File: config.mk
export PLATFORM = sky130hd
export DESIGN_NAME = pwr_state_ctrl
export DESIGN_NICKNAME = d
export VERILOG_FILES = /design/src/rtl/pwr_ctrl_pkg.sv /design/src/rtl/pwr_mode_fsm.sv /design/src/rtl/pwr_evt_pend.sv /design/src/rtl/pwr_side_ctrl.sv /design/src/rtl/pwr_state_ctrl.sv
export SDC_FILE = /design/constraint.sdc
export NUM_CORES = 1
export LEC_CHECK = 0
export BUFFER_PORTS_ARGS = -buffer_cell sky130_fd_sc_hd__buf_2
export CORE_MARGIN = 2
export CORE_UTILIZATION = 49
export DETAILED_ROUTE_END_ITERATION = 8
export GPL_TIMING_DRIVEN = 1
export PLACE_DENSITY_LB_ADDON = 0.05
export SETUP_SLACK_MARGIN = 0.4
export SKIP_LAST_GASP = 1
export SYNTH_ARGS = -nofsm -noshare
export SYNTH_HDL_FRONTEND = slang
export SYNTH_SLANG_ARGS = --single-unit
File: constraint.sdc
create_clock -name clk_i -period 1.68 [get_ports clk_i]
set_clock_uncertainty 0.05 [all_clocks]
set_input_delay 0.42 -clock clk_i [delete_from_list [all_inputs] [get_ports clk_i]]
set_output_delay 0.42 -clock clk_i [all_outputs]
set_load 0.02 [all_outputs]
File: src/rtl/pwr_ctrl_pkg.sv
package pwr_ctrl_pkg;
  localparam int unsigned STATE_W = 3;

  typedef enum logic [STATE_W-1:0] {
    PS_RUN     = 3'd0,
    PS_HALT    = 3'd1,
    PS_STOPGNT = 3'd2,
    PS_SNOOP   = 3'd3,
    PS_SLEEP   = 3'd4
  } pwr_state_e;
endpackage

File: src/rtl/pwr_mode_fsm.sv
module pwr_mode_fsm
  import pwr_ctrl_pkg::*;
(
  input  logic       clk_i,
  input  logic       rst_ni,
  input  logic       stop_req_ni,
  input  logic       nap_req_ni,
  input  logic       core_rst_ni,
  input  logic       halt_i,
  input  logic       wake_i,
  input  logic       snoop_act_i,
  input  logic       snoop_done_i,
  output pwr_state_e state_o
);
  pwr_state_e state_q, state_d;
  logic sg_from_halt_q, sg_from_halt_d;  // stop-grant origin
  logic snp_from_halt_q, snp_from_halt_d; // snoop origin

  always_comb begin
    state_d         = state_q;
    sg_from_halt_d  = sg_from_halt_q;
    snp_from_halt_d = snp_from_halt_q;
    unique case (state_q)
      PS_RUN: begin
        if (!core_rst_ni)      state_d = PS_RUN;
        else if (!stop_req_ni) begin
          state_d        = PS_STOPGNT;
          sg_from_halt_d = 1'b0;
        end else if (halt_i)   state_d = PS_HALT;
      end
      PS_HALT: begin
        if (!core_rst_ni)      state_d = PS_RUN;
        else if (!stop_req_ni) begin
          state_d        = PS_STOPGNT;
          sg_from_halt_d = 1'b1;
        end else if (snoop_act_i) begin
          state_d         = PS_SNOOP;
          snp_from_halt_d = 1'b1;
        end else if (wake_i)   state_d = PS_RUN;
      end
      PS_STOPGNT: begin
        if (stop_req_ni)       state_d = sg_from_halt_q ? PS_HALT : PS_RUN;
        else if (!nap_req_ni)  state_d = PS_SLEEP;
        else if (snoop_act_i) begin
          state_d         = PS_SNOOP;
          snp_from_halt_d = 1'b0;
        end
      end
      PS_SNOOP: begin
        if (!core_rst_ni)      state_d = PS_RUN;
        else if (snoop_done_i) state_d = snp_from_halt_q ? PS_HALT : PS_STOPGNT;
      end
      PS_SLEEP: begin
        if (nap_req_ni)        state_d = PS_STOPGNT;
      end
      default:                 state_d = PS_RUN;
    endcase
  end

  always_ff @(posedge clk_i or negedge rst_ni) begin
    if (!rst_ni) begin
      state_q         <= PS_RUN;
      sg_from_halt_q  <= 1'b0;
      snp_from_halt_q <= 1'b0;
    end else begin
      state_q         <= state_d;
      sg_from_halt_q  <= sg_from_halt_d;
      snp_from_halt_q <= snp_from_halt_d;
    end
  end

  assign state_o = state_q;

  p_stop_entry_r4: assert property (@(posedge clk_i) disable iff (!rst_ni)
    ((state_q == PS_RUN || state_q == PS_HALT) && core_rst_ni && !stop_req_ni)
      |=> (state_q == PS_STOPGNT));

  p_snoop_hold_r5: assert property (@(posedge clk_i) disable iff (!rst_ni)
    (state_q == PS_SNOOP && core_rst_ni && !snoop_done_i) |=> (state_q == PS_SNOOP));

  p_sleep_entry_r6: assert property (@(posedge clk_i) disable iff (!rst_ni)
    (state_q != PS_STOPGNT && state_q != PS_SLEEP) |=> (state_q != PS_SLEEP));

  p_sleep_hold_r7: assert property (@(posedge clk_i) disable iff (!rst_ni)
    (state_q == PS_SLEEP && !nap_req_ni) |=> (state_q == PS_SLEEP));

  p_sg_keep_r9: assert property (@(posedge clk_i) disable iff (!rst_ni)
    (state_q == PS_STOPGNT && !stop_req_ni && nap_req_ni && !snoop_act_i)
      |=> (state_q == PS_STOPGNT));
endmodule

File: src/rtl/pwr_evt_pend.sv
module pwr_evt_pend #(
  parameter int unsigned NUM_EVT = 4
) (
  input  logic               clk_i,
  input  logic               rst_ni,
  input  logic               core_rst_ni,
  input  logic               latch_en_i,
  input  logic               drain_en_i,
  input  logic [NUM_EVT-1:0] evt_i,
  output logic [NUM_EVT-1:0] svc_o
);
  logic [NUM_EVT-1:0] pend_q, pend_d, grant, lower_busy;
  logic [NUM_EVT-1:0] svc_q;

  // lowest index wins
  assign lower_busy[0] = 1'b0;
  assign grant[0]      = pend_q[0];
  for (genvar i = 1; i < NUM_EVT; i++) begin : g_prio
    assign lower_busy[i] = lower_busy[i-1] | pend_q[i-1];
    assign grant[i]      = pend_q[i] & ~lower_busy[i];
  end

  always_comb begin
    if (!core_rst_ni)     pend_d = '0;
    else if (latch_en_i)  pend_d = pend_q | evt_i;
    else if (drain_en_i)  pend_d = pend_q & ~grant;
    else                  pend_d = pend_q;
  end

  always_ff @(posedge clk_i or negedge rst_ni) begin
    if (!rst_ni) begin
      pend_q <= '0;
      svc_q  <= '0;
    end else begin
      pend_q <= pend_d;
      svc_q  <= (core_rst_ni && drain_en_i) ? grant : '0;
    end
  end

  assign svc_o = svc_q;

  p_svc_onehot_r11: assert property (@(posedge clk_i) disable iff (!rst_ni)
    $onehot0(svc_o));

  p_svc_clears_r11: assert property (@(posedge clk_i) disable iff (!rst_ni)
    (|svc_o) |-> ((pend_q & svc_o) == '0));

  p_no_latch_r10: assert property (@(posedge clk_i) disable iff (!rst_ni)
    (!latch_en_i) |=> ((pend_q & ~$past(pend_q)) == '0));
endmodule

File: src/rtl/pwr_side_ctrl.sv
module pwr_side_ctrl
  import pwr_ctrl_pkg::*;
(
  input  logic       clk_i,
  input  logic       rst_ni,
  input  pwr_state_e state_i,
  input  logic       flush_req_ni,
  input  logic       snoop_act_i,
  output logic       flush_ack_o,
  output logic       snoop_err_o
);
  logic flush_n_q, ack_q, err_q;

  always_ff @(posedge clk_i or negedge rst_ni) begin
    if (!rst_ni) begin
      flush_n_q <= 1'b1;
      ack_q     <= 1'b0;
      err_q     <= 1'b0;
    end else begin
      flush_n_q <= flush_req_ni;
      ack_q     <= (state_i == PS_HALT) && !flush_req_ni && flush_n_q;
      err_q     <= err_q | ((state_i == PS_SLEEP) && snoop_act_i);
    end
  end

  assign flush_ack_o = ack_q;
  assign snoop_err_o = err_q;

  p_flush_in_halt_r8: assert property (@(posedge clk_i) disable iff (!rst_ni)
    flush_ack_o |-> ($past(state_i) == PS_HALT));

  p_flush_single_r8: assert property (@(posedge clk_i) disable iff (!rst_ni)
    flush_ack_o |=> !flush_ack_o);

  p_err_sticky_r7: assert property (@(posedge clk_i) disable iff (!rst_ni)
    snoop_err_o |=> snoop_err_o);
endmodule

File: src/rtl/pwr_state_ctrl.sv
module pwr_state_ctrl
  import pwr_ctrl_pkg::*;
#(
  parameter int unsigned NUM_EVT = 4
) (
  input  logic               clk_i,
  input  logic               rst_ni,
  input  logic               stop_req_ni,
  input  logic               nap_req_ni,
  input  logic               flush_req_ni,
  input  logic               core_rst_ni,
  input  logic               halt_i,
  input  logic               wake_i,
  input  logic               snoop_act_i,
  input  logic               snoop_done_i,
  input  logic [NUM_EVT-1:0] evt_i,
  output logic [STATE_W-1:0] state_o,
  output logic               clk_en_o,
  output logic               flush_ack_o,
  output logic               snoop_resp_o,
  output logic [NUM_EVT-1:0] svc_o,
  output logic               snoop_err_o
);
  pwr_state_e state;

  pwr_mode_fsm u_fsm (
    .clk_i        (clk_i),
    .rst_ni       (rst_ni),
    .stop_req_ni  (stop_req_ni),
    .nap_req_ni   (nap_req_ni),
    .core_rst_ni  (core_rst_ni),
    .halt_i       (halt_i),
    .wake_i       (wake_i),
    .snoop_act_i  (snoop_act_i),
    .snoop_done_i (snoop_done_i),
    .state_o      (state)
  );

  pwr_evt_pend #(.NUM_EVT(NUM_EVT)) u_pend (
    .clk_i       (clk_i),
    .rst_ni      (rst_ni),
    .core_rst_ni (core_rst_ni),
    .latch_en_i  (state == PS_STOPGNT),
    .drain_en_i  (state == PS_RUN),
    .evt_i       (evt_i),
    .svc_o       (svc_o)
  );

  pwr_side_ctrl u_side (
    .clk_i        (clk_i),
    .rst_ni       (rst_ni),
    .state_i      (state),
    .flush_req_ni (flush_req_ni),
    .snoop_act_i  (snoop_act_i),
    .flush_ack_o  (flush_ack_o),
    .snoop_err_o  (snoop_err_o)
  );

  assign state_o      = state;
  assign clk_en_o     = (state == PS_RUN);
  assign snoop_resp_o = (state == PS_SNOOP);

  p_svc_in_run_r11: assert property (@(posedge clk_i) disable iff (!rst_ni)
    (|svc_o) |-> ($past(state_o) == 3'd0));
endmodule

==> summary.md, run 1 <==
| Metric | Value |
|---|---|
| Status | `complete, but fails checks` |
| Dpl cells | `125` |
| Maximum number of pins on one net before global-route repair | `17` |
| Clk pin slew, worst setup/hold paths | `0.10 ns` |
| Top-area cell type share of the netlist area | `43.8%` |
| Multiplexer share of the synthesized area | `4.38%` |
| Post-Synth XOR/XNOR Area | `0%` |
| Overall Power | `1.89 mW` |
| Layout cells sized above 1 | `53.6%` |
| Reg area | `~410 um^2` |
| Worst setup path start | `u_fsm.state_o[2]` |
| Synth Area in Adders | `0%` |
| GRT Resource Usage Total | `23.2%` |
| Tcrit/Tclk final | `103%` |
| Area grow syn2layout | `54.3%` |
| Die height | `45.8 um` |
| Cells after Synth | `83` |
| Num CTS Buffers | `3` |
| First-pass GRT wire length | `3.37 mm` |
| Number of synthesized flops with an enable pin | `0` |
| Routed wire length | `between 2 and 2.5 mm` |
| Sequential fraction of the synthesis area | `~47%` |
| Critical Path AT | `1.87 ns` |
| Initial DRT Pass Iterations | `4` |
| Count leader, synth | `dfrtp_1` |
| Clock buffer depth | `2` |
| Starting Density | `roughly 51%` |
| Setup crit start kind | `register` |
| Die width | `45.8 um` |
| Critical Path RT | `approximately 1.8 ns` |
| Yosys cell types | `40` |
| Core area | `1690 um^2` |
| Commonest cells in the netlist | `15 x dfrtp_1, 6 x a21oi_1` |
| GPL Wtd Cong | `slightly above 0.9` |
| H-tree levels | `1` |
| Post-layout instance area | `1320 um^2` |
| N_diodes | `0` |
| Tmin final | `between 1.5 and 2 ns` |
| Worst hold margin | `0.184 ns` |
| Hold Crit Class | `input pin to register` |
| Clock net sink count | `16` |
| Post-DR wirelength/cell | `17.2 um` |
| Synthesized net count | `97` |
| FF-to-FF Start | `u_fsm.state_o[2]` |
| Worst Max-Slew Pin Slew | `0.379 ns` |
| Fmax | `578 MHz` |
| Leakage | `approximately 0.64 nW` |
| Final setup viols | `3` |
| Die area | `2100 um^2` |
| Routed vias/inst | `5.89` |
| Worst vdd ir | `1.01 mV` |
| Startpoint of the worst hold path | `flush_req_ni` |
| Largest family of logic cells by synthesized area | `simple AND/OR/NAND/NOR gates` |
| MaxCap Viol Count | `0` |
| Clk_lat worst skew | `0.29 ns` |
| Drt drc | `0` |
| # rows | `15` |
| Number of synthesized register bits | `16` |
| Setup WS post-layout | `-0.0495 ns` |
| Maximum fanout along the worst path | `4` |
| Worst slew margin | `74.7%` |
| # nets final | `between 100 and 150` |
| Synthesized area | `~860 um^2` |
| Dominant synthesized flop cell | `dfrtp_1` |
| Largest area contributor in the netlist | `dfrtp_1` |
| Top post-synthesis cells by area | `dfrtp_1 44%, a21oi_1 3.5%, dfstp_2 3.1%` |
| Multi-input gate area | `480 um^2` |
| Filler cells | `109` |
| Post-DP HPWL | `about 1.4 mm` |
| Mean Syn Cell Area | `10.3 um^2` |
| Global route overflow | `0` |
| DRT iter0 DRCs | `13` |
| Complex-gate fraction of the synthesized area | `13.3%` |
| RSZ-0062 raised after global routing | `true` |
| Post-synthesis simple-gate area fraction | `29.5%` |
| Ys Warns | `0` |
| Worst setup path class | `register to register` |
| Failing checks | `negative setup slack` |
| Root Driver | `clkbuf_4` |
| CTS tree | `done` |
| Port buffer count | `24` |
| Post-DP Area | `1020 um^2` |
| Cell Pwr Density | `around 1400 nW/um^2` |
| Slew Limit Fails | `0` |
| Via count | `between 800 and 900` |
| ANT nets after route | `0` |
| Initial antenna violation count | `0` |
| I/O pins | `25` |
| Number of cells in the finished layout apart from fillers | `142` |
| CP endpoint kind | `register` |
| Vias in the first global route | `744` |
| Final hold vios | `0` |
| Asr flop ratio synth | `100%` |
==> placed cells by master, fill, tap and decap left out, types with 2 or more instances in the layout <==
cell type,instances
a21oi_1,6
and3_1,4
buf_2,13
buf_4,11
buf_6,18
clkbuf_4,3
dfrtp_1,12
dfrtp_2,3
inv_1,4
mux2_4,2
nand2_1,2
nand2b_1,2
nand3_1,3
nand4_1,3
nor2_1,2
nor2_4,2
nor3_1,3
nor4b_4,2
o21ai_1,2
==> worst paths after layout <==
check                                           to  slack [ns]  depth (start not counted)
worst max-delay path              u_fsm.state_o[0]       -0.05                          5
worst min-delay path              u_side.flush_n_q        0.18                          1
worst max register to register    u_fsm.state_o[0]       -0.05                          5
worst min register to register  u_side.snoop_err_o        0.44                          2
max in group asynchronous         u_side.flush_n_q        0.75                          2
min in group asynchronous          u_pend.svc_o[3]        0.51                          2
==> kinds of logic (layout without fill, tap and decap cells) <==
family	count (synthesis)	after routing
flip-flops	16	16
multiplexers	3	3
AND/OR/NAND/NOR	37	37
buffers and inverters	10	52
AO/OA/AOI/OAI	17	17
==> state kept, by name, summed over array words and instances, names as in the netlist <==
signal	count
u_fsm.sg_from_halt_q	1
u_fsm.snp_from_halt_q	1
u_fsm.state_o	3
u_pend.pend_q	4
u_pend.svc_o	4
u_side.flush_ack_o	1
u_side.flush_n_q	1
u_side.snoop_err_o	1
==> metal layers <==
metal,up-vias,track usage (%),part of all wire [%]
li1,392,-,-
met5,-,0,0
met1,402,31.4,42
met3,9,3.97,4.5
met4,0,10.9,2.9
met2,33,35.8,50
==> power by group <==
| group | internal, mW | switching (mW) | leakage, nW |
|---|---|---|---|
| logic | 0.560 | 0.511 | 0.412 |
| clock network | 0.132 | 0.134 | 0.0210 |
| registers | 0.465 | 0.0836 | 0.204 |
| total | 1.16 | 0.729 | 0.638 |
==> cell type report <==
class	instances	share of cell area, %
Inverter	5	1.42
Tap cell	17	1.61
Sequential cell	16	30.7
Multi-Input combinational cell	57	36.3
Timing Repair Buffer	43	27.2
Clock buffer	4	2.74
==> timing repair <==
| action | in CTS | in global routing |
|---|---|---|
| gates resized for setup | 28 | 19 |
| endpoints found under the hold margin | 15 | 0 |
| setup buffers | 8 | 4 |
| hold buffers | 1 | 0 |
| pin swaps | 8 | 8 |
| endpoints found under the setup margin | 18 | 21 |
==> critical path, cell delays in order (launching register included) <==
cell,delay [ns]
dfrtp_2,0.45
or2_4,0.28
buf_6,0.13
a2bb2oi_2,0.16
o211a_1,0.25
mux2_4,0.30
==> metrics by stage <==
step | util [%] | setup WS [ns] | setup TNS [ns]
after CTS | 72.1 | -0.0489 | -0.0965
after global routing | 78.3 | -0.0763 | -0.218
final | 78.3 | -0.0495 | -0.0891
after global placement | 60.1 | 0.0693 | 0
after floorplan | - | 0.104 | 0
after detailed placement | 60.1 | 0.0298 | 0
Note: power is estimated with default switching activity, not from simulation.
==> run 2, diff against run 1 <==
--- a/config.mk
+++ b/config.mk
@@ -10,7 +10,7 @@
 export CORE_UTILIZATION = 49
 export DETAILED_ROUTE_END_ITERATION = 8
 export GPL_TIMING_DRIVEN = 1
-export PLACE_DENSITY_LB_ADDON = 0.05
+export PLACE_DENSITY = 0.81
 export SETUP_SLACK_MARGIN = 0.4
 export SKIP_LAST_GASP = 1
 export SYNTH_ARGS = -nofsm -noshare
==> summary.md, run 2 (synthesis gave the netlist of run 1 again) <==
| Metric | Value |
|---|---|
| Clk_lat worst skew | `0.30 ns` |
| Area grow syn2layout | `57.8%` |
| Cell internal pwr | `1.17 mW` |
| Die width | `between 40 and 50 um` |
| Critical Path RT | `1.21 ns` |
| Port buffer count | `24` |
| Tcrit/Tclk final | `104%` |
| Final setup viols | `3` |
| Core area | `around 1700 um^2` |
| Post-DP Area | `between 1000 and 1500 um^2` |
| Met2 capacity usage during global routing | `44.5%` |
| First-pass GRT wire length | `3.93 mm` |
| Clk pin slew, worst setup/hold paths | `~0.10 ns` |
| Cell Pwr Density | `1420 nW/um^2` |
| Layer with the highest usage | `met2` |
| Starting Density | `50.7%` |
| Vias in the first global route | `854` |
| Setup WS post-layout | `-0.0693 ns` |
| GRT Resource Usage Total | `27.4%` |
| GPL Wtd Cong | `0.842` |
| Die height | `45.8 um` |
| Failing checks | `negative setup slack` |
| Initial DRT Pass Iterations | `4` |
| Critical Path AT | `roughly 1.3 ns` |
| Num CTS Buffers | `3` |
| I/O pins | `25` |
| Slew Limit Fails | `0` |
| H-tree levels | `1` |
| Status | `complete, but fails checks` |
| Slowest stage delay, CP | `0.44 ns` |
| ANT nets after route | `0` |
| Routed vias/inst | `6.05` |
| Clk pwr share | `14.1%` |
| Fmax | `572 MHz` |
| Post-layout instance area | `1350 um^2` |
| Worst vdd ir | `0.752 mV` |
| Post-DR wirelength/cell | `18.4 um` |
| Pre-CTS setup slack | `0.00000111 ns` |
| Routed wire length | `roughly 2.6 mm` |
| CTS tree | `done` |
| # rows | `15` |
| Flop pwr share | `between 20 and 30%` |
| Final hold vios | `0` |
| Met1 Track Usage GR | `32.1%` |
| Layout cells sized above 1 | `58.3%` |
| Switch share | `38.9%` |
| Initial antenna violation count | `0` |
| MaxCap Viol Count | `0` |
| Dpl cells | `around 120` |
| Clock buffer depth | `2` |
| Setup crit start kind | `register` |
| Post-DP HPWL | `approximately 1.4 mm` |
| Tmin final | `1.75 ns` |
| Leakage | `0.654 nW` |
| Maximum fanout along the worst path | `4` |
| R2R cell count | `5` |
| Number of cells in the finished layout apart from fillers | `144` |
| Maximum number of pins on one net before global-route repair | `17` |
| # nets final | `142` |
| Top Family by Delay on Critical Path | `flip-flops` |
| N_diodes | `0` |
| CP endpoint kind | `output port` |
| Clock net sink count | `16` |
| Crit-path slowest cell | `dfrtp_2` |
| Critical path depth in cells | `3` |
| DRT iter0 DRCs | `27` |
| RSZ-0062 raised after global routing | `true` |
| Root Driver | `clkbuf_4` |
| Drt drc | `0` |
| Die area | `2100 um^2` |
| Worst Path Buf+Inv | `1` |
| Worst Max-Slew Pin Slew | `0.371 ns` |
| Crit-path cells | `or2_4, nor2_4, buf_6` |
| Worst slew margin | `75.2%` |
| Comb pwr share | `57.4%` |
| TNS Setup | `-0.152 ns` |
| Global route overflow | `0` |
| Worst setup path class | `register to output port` |
| Via count | `871` |
| Commonest non-fill, non-tap cell in the layout | `buf_6` |
| Psw | `around 0.75 mW` |
| Worst hold path depth | `1` |
| Commonest cells after routing, fill and taps aside | `18 x buf_6, 13 x buf_2, 13 x buf_4, 12 x dfrtp_1, 5 x a21oi_1` |
| Global routing met3 resource utilization | `4.76%` |
| Hold Crit Class | `input pin to register` |
==> run 2: power groups by stage <==
stage / Sequential (mW) / Combinational [mW] / Clock [mW]
floorplan: 0.555 / 0.449 / 0
global placement: 0.560 / 0.585 / 0
detailed placement: 0.565 / 0.601 / 0
CTS: 0.535 / 0.985 / 0.256
global route: 0.554 / 1.16 / 0.282
finish: 0.547 / 1.10 / 0.269
==> run 2: layer usage <==
layer / part of all wire (%) / vias to the layer above
li1: - / 392
met1: 39 / 432
met2: 51 / 38
met3: 5.6 / 9
met4: 3.6 / 0
met5: 0 / -
==> run 2: per-stage QoR <==
| step | total power [mW] | util (%) | hold slack [ns] |
|---|---|---|---|
| final | 1.91 | 80.1 | 0.189 |
| after CTS | 1.78 | 76.1 | 0.180 |
| after global routing | 1.99 | 80.1 | 0.179 |
| after global placement | 1.15 | 59.7 | 0.294 |
| after detailed placement | 1.17 | 59.7 | 0.296 |
| after floorplan | 1.00 | - | 0.0744 |
==> run 2: worst paths after layout <==
check / from / to / slack [ns]
setup reg to reg: u_fsm.state_o[0] / u_fsm.state_o[0] / -0.07
max in group asynchronous: rst_ni / u_side.flush_n_q / 0.76
hold reg to reg: u_side.snoop_err_o / u_side.snoop_err_o / 0.46
min in group asynchronous: rst_ni / u_pend.svc_o[0] / 0.51
hold / removal: flush_req_ni / u_side.flush_n_q / 0.19
setup / recovery: u_fsm.state_o[0] / clk_en_o / -0.07
==> run 2: layout make-up <==
| class | count | area [um^2] |
|---|---|---|
| Clock buffer | 4 | 36.3 |
| Fill cell | 100 | 337 |
| Multi-Input combinational cell | 57 | 495 |
| Tap cell | 17 | 21.3 |
| Inverter | 5 | 18.8 |
| Sequential cell | 16 | 405 |
| Timing Repair Buffer | 45 | 375 |
==> run 2: timing repair <==
action | 4_1_cts | 5_1_grt
hold buffers | 1 | 0
pin swaps | 9 | 7
gates cloned | 0 | 0
hold endpoints to repair | 15 | 0
setup endpoints to repair | 17 | 22
resized for setup | 38 | 12
setup buffers | 12 | 3
==> run 2: worst register-to-register path, stage by stage, from the launching register on <==
cell	delay, ns
dfrtp_2	0.44
or2_4	0.28
buf_4	0.15
a2bb2oi_2	0.17
o211a_1	0.25
mux2_4	0.30
